File: src/rtl/rx_event_irq_pkg.sv
package rx_event_irq_pkg;
  localparam int EV_W  = 8;
  localparam int PIN_N = 2;

  localparam int EV_UNLOCK   = 0;
  localparam int EV_PARITY   = 1;
  localparam int EV_CSCHANGE = 2;
  localparam int EV_QSUB     = 3;
  localparam int EV_NONPCM   = 4;
  localparam int EV_DTSCD    = 5;
  localparam int EV_NONAUDIO = 6;
  localparam int EV_VALIDITY = 7;

  // bits that latch until a status read
  localparam logic [EV_W-1:0] STICKY_BITS =
    (EV_W'(1) << EV_PARITY) | (EV_W'(1) << EV_CSCHANGE) | (EV_W'(1) << EV_QSUB);

  // reset values of the two mask registers (1 = ignored)
  localparam logic [EV_W-1:0] DEF_MASK0 = 8'hFC;
  localparam logic [EV_W-1:0] DEF_MASK1 = 8'h8F;

  // strobes from control to datapath
  typedef struct packed {
    logic clrSticky;
  } ctlStrobe_t;
endpackage

File: src/rtl/rx_event_irq_hold.sv
module rx_event_irq_hold #(
  parameter int CNT_W = 13
) (
  input  logic             clk,
  input  logic             rstN,
  input  logic             active,
  input  logic             tick,
  input  logic [CNT_W-1:0] holdLen,
  output logic             pinQ
);
  logic [CNT_W-1:0] cntQ;

  always_ff @(posedge clk or negedge rstN) begin
    if (!rstN) begin
      pinQ <= 1'b0;
      cntQ <= '0;
    end else if (active) begin
      // any live source restarts the full hold
      pinQ <= 1'b1;
      cntQ <= holdLen;
    end else if (pinQ) begin
      if (cntQ == '0) pinQ <= 1'b0;
      else if (tick)  cntQ <= cntQ - 1'b1;
    end
  end
endmodule

File: src/rtl/rx_event_irq_datapath.sv
module rx_event_irq_datapath
  import rx_event_irq_pkg::*;
(
  input  logic                       clk,
  input  logic                       rstN,
  input  logic [EV_W-1:0]            eventIn,
  input  ctlStrobe_t                 strobe,
  input  logic [PIN_N-1:0][EV_W-1:0] maskIn,
  output logic [EV_W-1:0]            statusQ,
  output logic [PIN_N-1:0]           srcActive
);
  logic [EV_W-1:0] keepBits;

  // latched bits survive unless a read clears them; live events always set
  assign keepBits = statusQ & STICKY_BITS & ~{EV_W{strobe.clrSticky}};

  always_ff @(posedge clk or negedge rstN) begin
    if (!rstN) statusQ <= '0;
    else       statusQ <= keepBits | eventIn;
  end

  for (genvar p = 0; p < PIN_N; p++) begin : g_src
    assign srcActive[p] = |(statusQ & ~maskIn[p]);
  end
endmodule

File: src/rtl/rx_event_irq_control.sv
module rx_event_irq_control
  import rx_event_irq_pkg::*;
#(
  parameter int HOLD_SHORT = 512,
  parameter int HOLD_MID   = 1024,
  parameter int HOLD_LONG  = 4096,
  localparam int CNT_W     = $clog2(HOLD_LONG + 1)
) (
  input  logic             clk,
  input  logic             rstN,
  input  logic             statusRd,
  input  logic             lrckTick,
  input  logic [1:0]       holdSel,
  input  logic [PIN_N-1:0] srcActive,
  output ctlStrobe_t       strobe,
  output logic [PIN_N-1:0] irqQ
);
  logic [CNT_W-1:0] holdLen;

  always_comb begin
    strobe.clrSticky = statusRd;
    unique case (holdSel)
      2'b00:   holdLen = '0;
      2'b01:   holdLen = CNT_W'(HOLD_MID);
      2'b10:   holdLen = CNT_W'(HOLD_SHORT);
      default: holdLen = CNT_W'(HOLD_LONG);
    endcase
  end

  for (genvar p = 0; p < PIN_N; p++) begin : g_pin
    rx_event_irq_hold #(.CNT_W(CNT_W)) u_hold (
      .clk    (clk),
      .rstN   (rstN),
      .active (srcActive[p]),
      .tick   (lrckTick),
      .holdLen(holdLen),
      .pinQ   (irqQ[p])
    );
  end
endmodule

File: src/rtl/rx_event_irq.sv
module rx_event_irq
  import rx_event_irq_pkg::*;
#(
  parameter int HOLD_SHORT = 512,
  parameter int HOLD_MID   = 1024,
  parameter int HOLD_LONG  = 4096
) (
  input  logic       clk,
  input  logic       rstN,
  input  logic [7:0] eventIn,
  input  logic       lrckTick,
  input  logic       statusRd,
  input  logic [7:0] mask0,
  input  logic [7:0] mask1,
  input  logic [1:0] holdSel,
  output logic       irq0,
  output logic       irq1,
  output logic [7:0] status
);
  ctlStrobe_t                 strobe;
  logic [PIN_N-1:0]           srcActive;
  logic [PIN_N-1:0]           irqQ;
  logic [PIN_N-1:0][EV_W-1:0] maskIn;

  assign maskIn = {mask1, mask0};

  rx_event_irq_datapath u_dp (
    .clk      (clk),
    .rstN     (rstN),
    .eventIn  (eventIn),
    .strobe   (strobe),
    .maskIn   (maskIn),
    .statusQ  (status),
    .srcActive(srcActive)
  );

  rx_event_irq_control #(
    .HOLD_SHORT(HOLD_SHORT),
    .HOLD_MID  (HOLD_MID),
    .HOLD_LONG (HOLD_LONG)
  ) u_ctl (
    .clk      (clk),
    .rstN     (rstN),
    .statusRd (statusRd),
    .lrckTick (lrckTick),
    .holdSel  (holdSel),
    .srcActive(srcActive),
    .strobe   (strobe),
    .irqQ     (irqQ)
  );

  assign irq0 = irqQ[0];
  assign irq1 = irqQ[1];
endmodule

File: config.mk
export PLATFORM = sky130hd
export DESIGN_NAME = rx_event_irq
export DESIGN_NICKNAME = d
export VERILOG_FILES = /design/src/rtl/rx_event_irq_pkg.sv /design/src/rtl/rx_event_irq_hold.sv /design/src/rtl/rx_event_irq_datapath.sv /design/src/rtl/rx_event_irq_control.sv /design/src/rtl/rx_event_irq.sv
export SDC_FILE = /design/constraint.sdc
export NUM_CORES = 1
export LEC_CHECK = 0
export ABC_AREA = 1
export BUFFER_PORTS_ARGS = -buffer_cell sky130_fd_sc_hd__buf_2
export CORE_MARGIN = 4
export CORE_UTILIZATION = 40
export DETAILED_ROUTE_END_ITERATION = 7
export GPL_ROUTABILITY_DRIVEN = 0
export PLACE_DENSITY_LB_ADDON = 0.2
export SYNTH_ARGS = -nofsm -noshare
export SYNTH_HDL_FRONTEND = slang
export SYNTH_SLANG_ARGS = --single-unit
File: constraint.sdc
create_clock -name clk -period 1.4 [get_ports clk]
set_input_delay 0.28 -clock clk [delete_from_list [all_inputs] [get_ports clk]]
set_output_delay 0.28 -clock clk [all_outputs]
set_load 0.01 [all_outputs]
==> impl_metrics.json <==
{
  "status": "finished, violations left",
  "failed_checks": "setup timing",
  "tightest_slew_ns": 0.462,
  "netlist_area_um2": 2340,
  "p_int_mw": 2.13,
  "synthArstFlopShare_pct": 100,
  "fill_cells": 538,
  "crit_path_cell_trace": "inv_2 -> ha_4 -> nand2_2 -> nor2_2 -> nand2_2 -> nand3_4 -> nand2_4 -> buf_12 -> nand3_2 -> nand2_1",
  "seq_area_frac_synth_pct": 38.5,
  "grt_pass1_vias": 2259,
  "start_util_pct": 41.8,
  "met3_usage_pct": 4.22,
  "cp_common_cell": "nand2_2",
  "power.share.switching_pct": 30.8,
  "hold_path_depth": 1,
  "total_power_mw": 3.08,
  "diodes": 0,
  "peakVddDrop_uv": 574,
  "grt.met1_usage_pct": 23.1,
  "fp.dieW_um": 84.5,
  "required_ns": 1.58,
  "ys_ff_latch": 36,
  "netlist_instances": 337,
  "routed_wl_um": 6120,
  "ys_types": 23,
  "synth_top_area_share_pct": 38.5,
  "powerDensity_nw_per_um2": 933,
  "antenna_found_initial": 0,
  "grt_max_degree": 21,
  "cts.sinks": 36,
  "routed_via_density": 4.67,
  "p_comb_share_pct": 29.8,
  "avgSynthCellArea_um2": 6.95,
  "maxCapViolations": 0,
  "grt-busiest-layer": "met2",
  "worstSetupStartpointType": "flop",
  "synth_enable_flop_cells": 0,
  "syn_to_final_growth_pct": 40.8,
  "drive_above_1_share_pct": 35.4,
  "dp_hpwl_um": 4370,
  "wire_per_inst_um": 12.1,
  "worstSkewPairLatency_ns": 0.29,
  "clk_pin_slew_ns": 0.08,
  "cts_made_buffers": 5,
  "r2r.worst_path.cells": 10,
  "critPathCaptureType": "flop",
  "clkPwrFrac_pct": 33.2,
  "cts_tree": "done",
  "coreArea_um2": 5610,
  "cp_max_fo": 7,
  "holdWs_ns": 0.0901,
  "worstPathArrival_ns": 1.65,
  "drc": 0,
  "drtIter0Drc": 109,
  "placed_cell_area_um2": 2900,
  "yosys-top-cells-area": "dfrtp_1 (38%), nand2_1 (19%), inv_1 (8.8%)",
  "overflow": 0,
  "preCtsSetupSlack_ns": -0.0644,
  "synth_area_leader_cell": "dfrtp_1",
  "cts.path.max_buffers": 2,
  "ios": 40,
  "final_max_slew_viol_count": 0,
  "skew_ns": 0.00540,
  "hold_violations": 0,
  "finalCriticalPeriod_ns": 1.47,
  "slew_headroom_pct": 69.2,
  "ys.flop_type": "dfrtp_1",
  "rsz0062_at_grt": "true",
  "p_switching_mw": 0.947,
  "synth.most_common_cell": "nand2_1",
  "fmax_mhz": 681,
  "place.port_buffers": 39,
  "seqPwrFrac_pct": 37.1,
  "cts-root-buf": "clkbuf_8",
  "holdCritPathClass": "in -> reg",
  "grt_usage_pct": 17.3,
  "ys_warn_count": 0,
  "dr.pass1.iters": 4,
  "cts.htree.levels": 2,
  "min_period_over_period_pct": 105,
  "grt_pass1_wl_um": 10100,
  "finalSetupViolCount": 15,
  "path_class": "reg -> reg",
  "dieArea_um2": 7140,
  "leakage_nw": 1.91,
  "met2_usage_pct": 28.8,
  "final_nets": 465,
  "synthesis.nets": 371,
  "via_count": 2355,
  "synth_common_cells": "nand2_1 (116), inv_1 (55), dfrtp_1 (36), nor2_1 (36), nand3_1 (19)",
  "final_cell_area_um2": 3300,
  "slowest_stage": "dfrtp_1",
  "rows": 27,
  "max_stage_delay_ns": 0.40,
  "fp.dieH_um": 84.5,
  "finalWorstSetupSlack_ns": -0.0695,
  "antenna_left": 0
}
metrics by stage:
step,TNS (ns),instances,utilization [%]
after floorplan,0,337,-
after global placement,0,481,51.7
after detailed placement,-0.731,481,51.7
after CTS,-0.0263,493,55.1
after global routing,-2.14,504,58.8
final,-0.480,504,58.8
routing by layer:
| layer | vias to the layer above | wire length, um |
|---|---|---|
| met5 | - | 0 |
| met4 | 0 | 54 |
| met3 | 5 | 287 |
| met2 | 45 | 2920 |
| met1 | 1083 | 2860 |
| li1 | 1222 | - |
final cells by class:
type / count / area (um^2) / area share [%]
clock buffers: 7 / 96.3 / 2.92
clock inverters: 1 / 30.0 / 0.911
inverters: 57 / 239 / 7.25
multi-input cells: 240 / 1280 / 39.0
flip-flops and latches: 36 / 901 / 27.3
well taps: 72 / 90.1 / 2.73
repair buffers: 90 / 649 / 19.7
repair inverters: 1 / 6.26 / 0.190
power by group through the flow:
stage | Sequential [mW] | Combinational, mW | Clock [mW]
final | 1.14 | 0.916 | 1.02
after global routing | 1.15 | 1.03 | 1.10
after CTS | 1.14 | 0.790 | 1.05
after detailed placement | 1.16 | 0.767 | 0
after global placement | 1.16 | 0.754 | 0
after floorplan | 1.16 | 0.468 | 0
flip-flops by register name, indices dropped and copies added (netlist names):
signal / count
u_ctl.g_pin.u_hold.cntQ: 26
u_dp.statusQ: 8
u_ctl.g_pin.u_hold.pinQ: 2
layout by cell type, fill, tap and decap left out, types with 2 or more instances in the layout:
cell and instances:
buf_12 4, buf_2 39, buf_4 41, buf_6 5
clkbuf_8 7, dfrtp_1 36, ha_1 2, inv_1 48
inv_2 5, inv_6 2, inv_8 2, nand2_1 109
nand2_2 10, nand2_4 4, nand3_1 19, nand3_2 6
nand3b_1 5, nand4_1 12, nor2_1 28, nor2_2 11
nor2_4 3, o21ai_0 4, o21ai_1 2, o21ai_2 8
o21bai_1 3, xor2_1 8
critical path: cells and delay by family (launching register included):
kind	cells	cell delay, ns
and+or+nand+nor	7	0.56
DFF	1	0.40
buffers and inverters	2	0.25
adders and majority gates	1	0.15
cells by family (layout without fill, tap and decap cells):
group	after synthesis	after routing	synth area share, %
AO/OA/AOI/OAI	18	18	5.45
XOR/XNOR	8	8	2.99
adder cells (fa/ha/maj)	4	4	2.14
buffers and inverters	61	156	10.5
flip-flops	36	36	38.5
AND/OR/NAND/NOR	210	210	40.4
path summary, 6_finish.rpt:
path | from | to | slack, ns
setup reg to reg | u_ctl.g_pin[1].u_hold.cntQ[1] | u_ctl.g_pin[1].u_hold.cntQ[9] | -0.07
hold / removal | eventIn[4] | u_dp.statusQ[4] | 0.09
hold reg to reg | u_ctl.g_pin[0].u_hold.cntQ[12] | u_ctl.g_pin[0].u_hold.cntQ[12] | 0.53
min in group asynchronous | rstN | u_ctl.g_pin[1].u_hold.cntQ[10] | 0.47
setup / recovery | u_ctl.g_pin[1].u_hold.cntQ[1] | u_ctl.g_pin[1].u_hold.cntQ[9] | -0.07
max in group asynchronous | rstN | u_ctl.g_pin[0].u_hold.cntQ[12] | 0.46
what timing repair did:
action	CTS	global route
hold buffers	1	0
pin swaps	2	27
endpoints found under the setup margin	21	26
buffers inserted	3	10
endpoints found under the hold margin	16	0
gates resized for setup	12	35
gates cloned	0	1
Note: power is estimated with default switching activity, not from simulation.
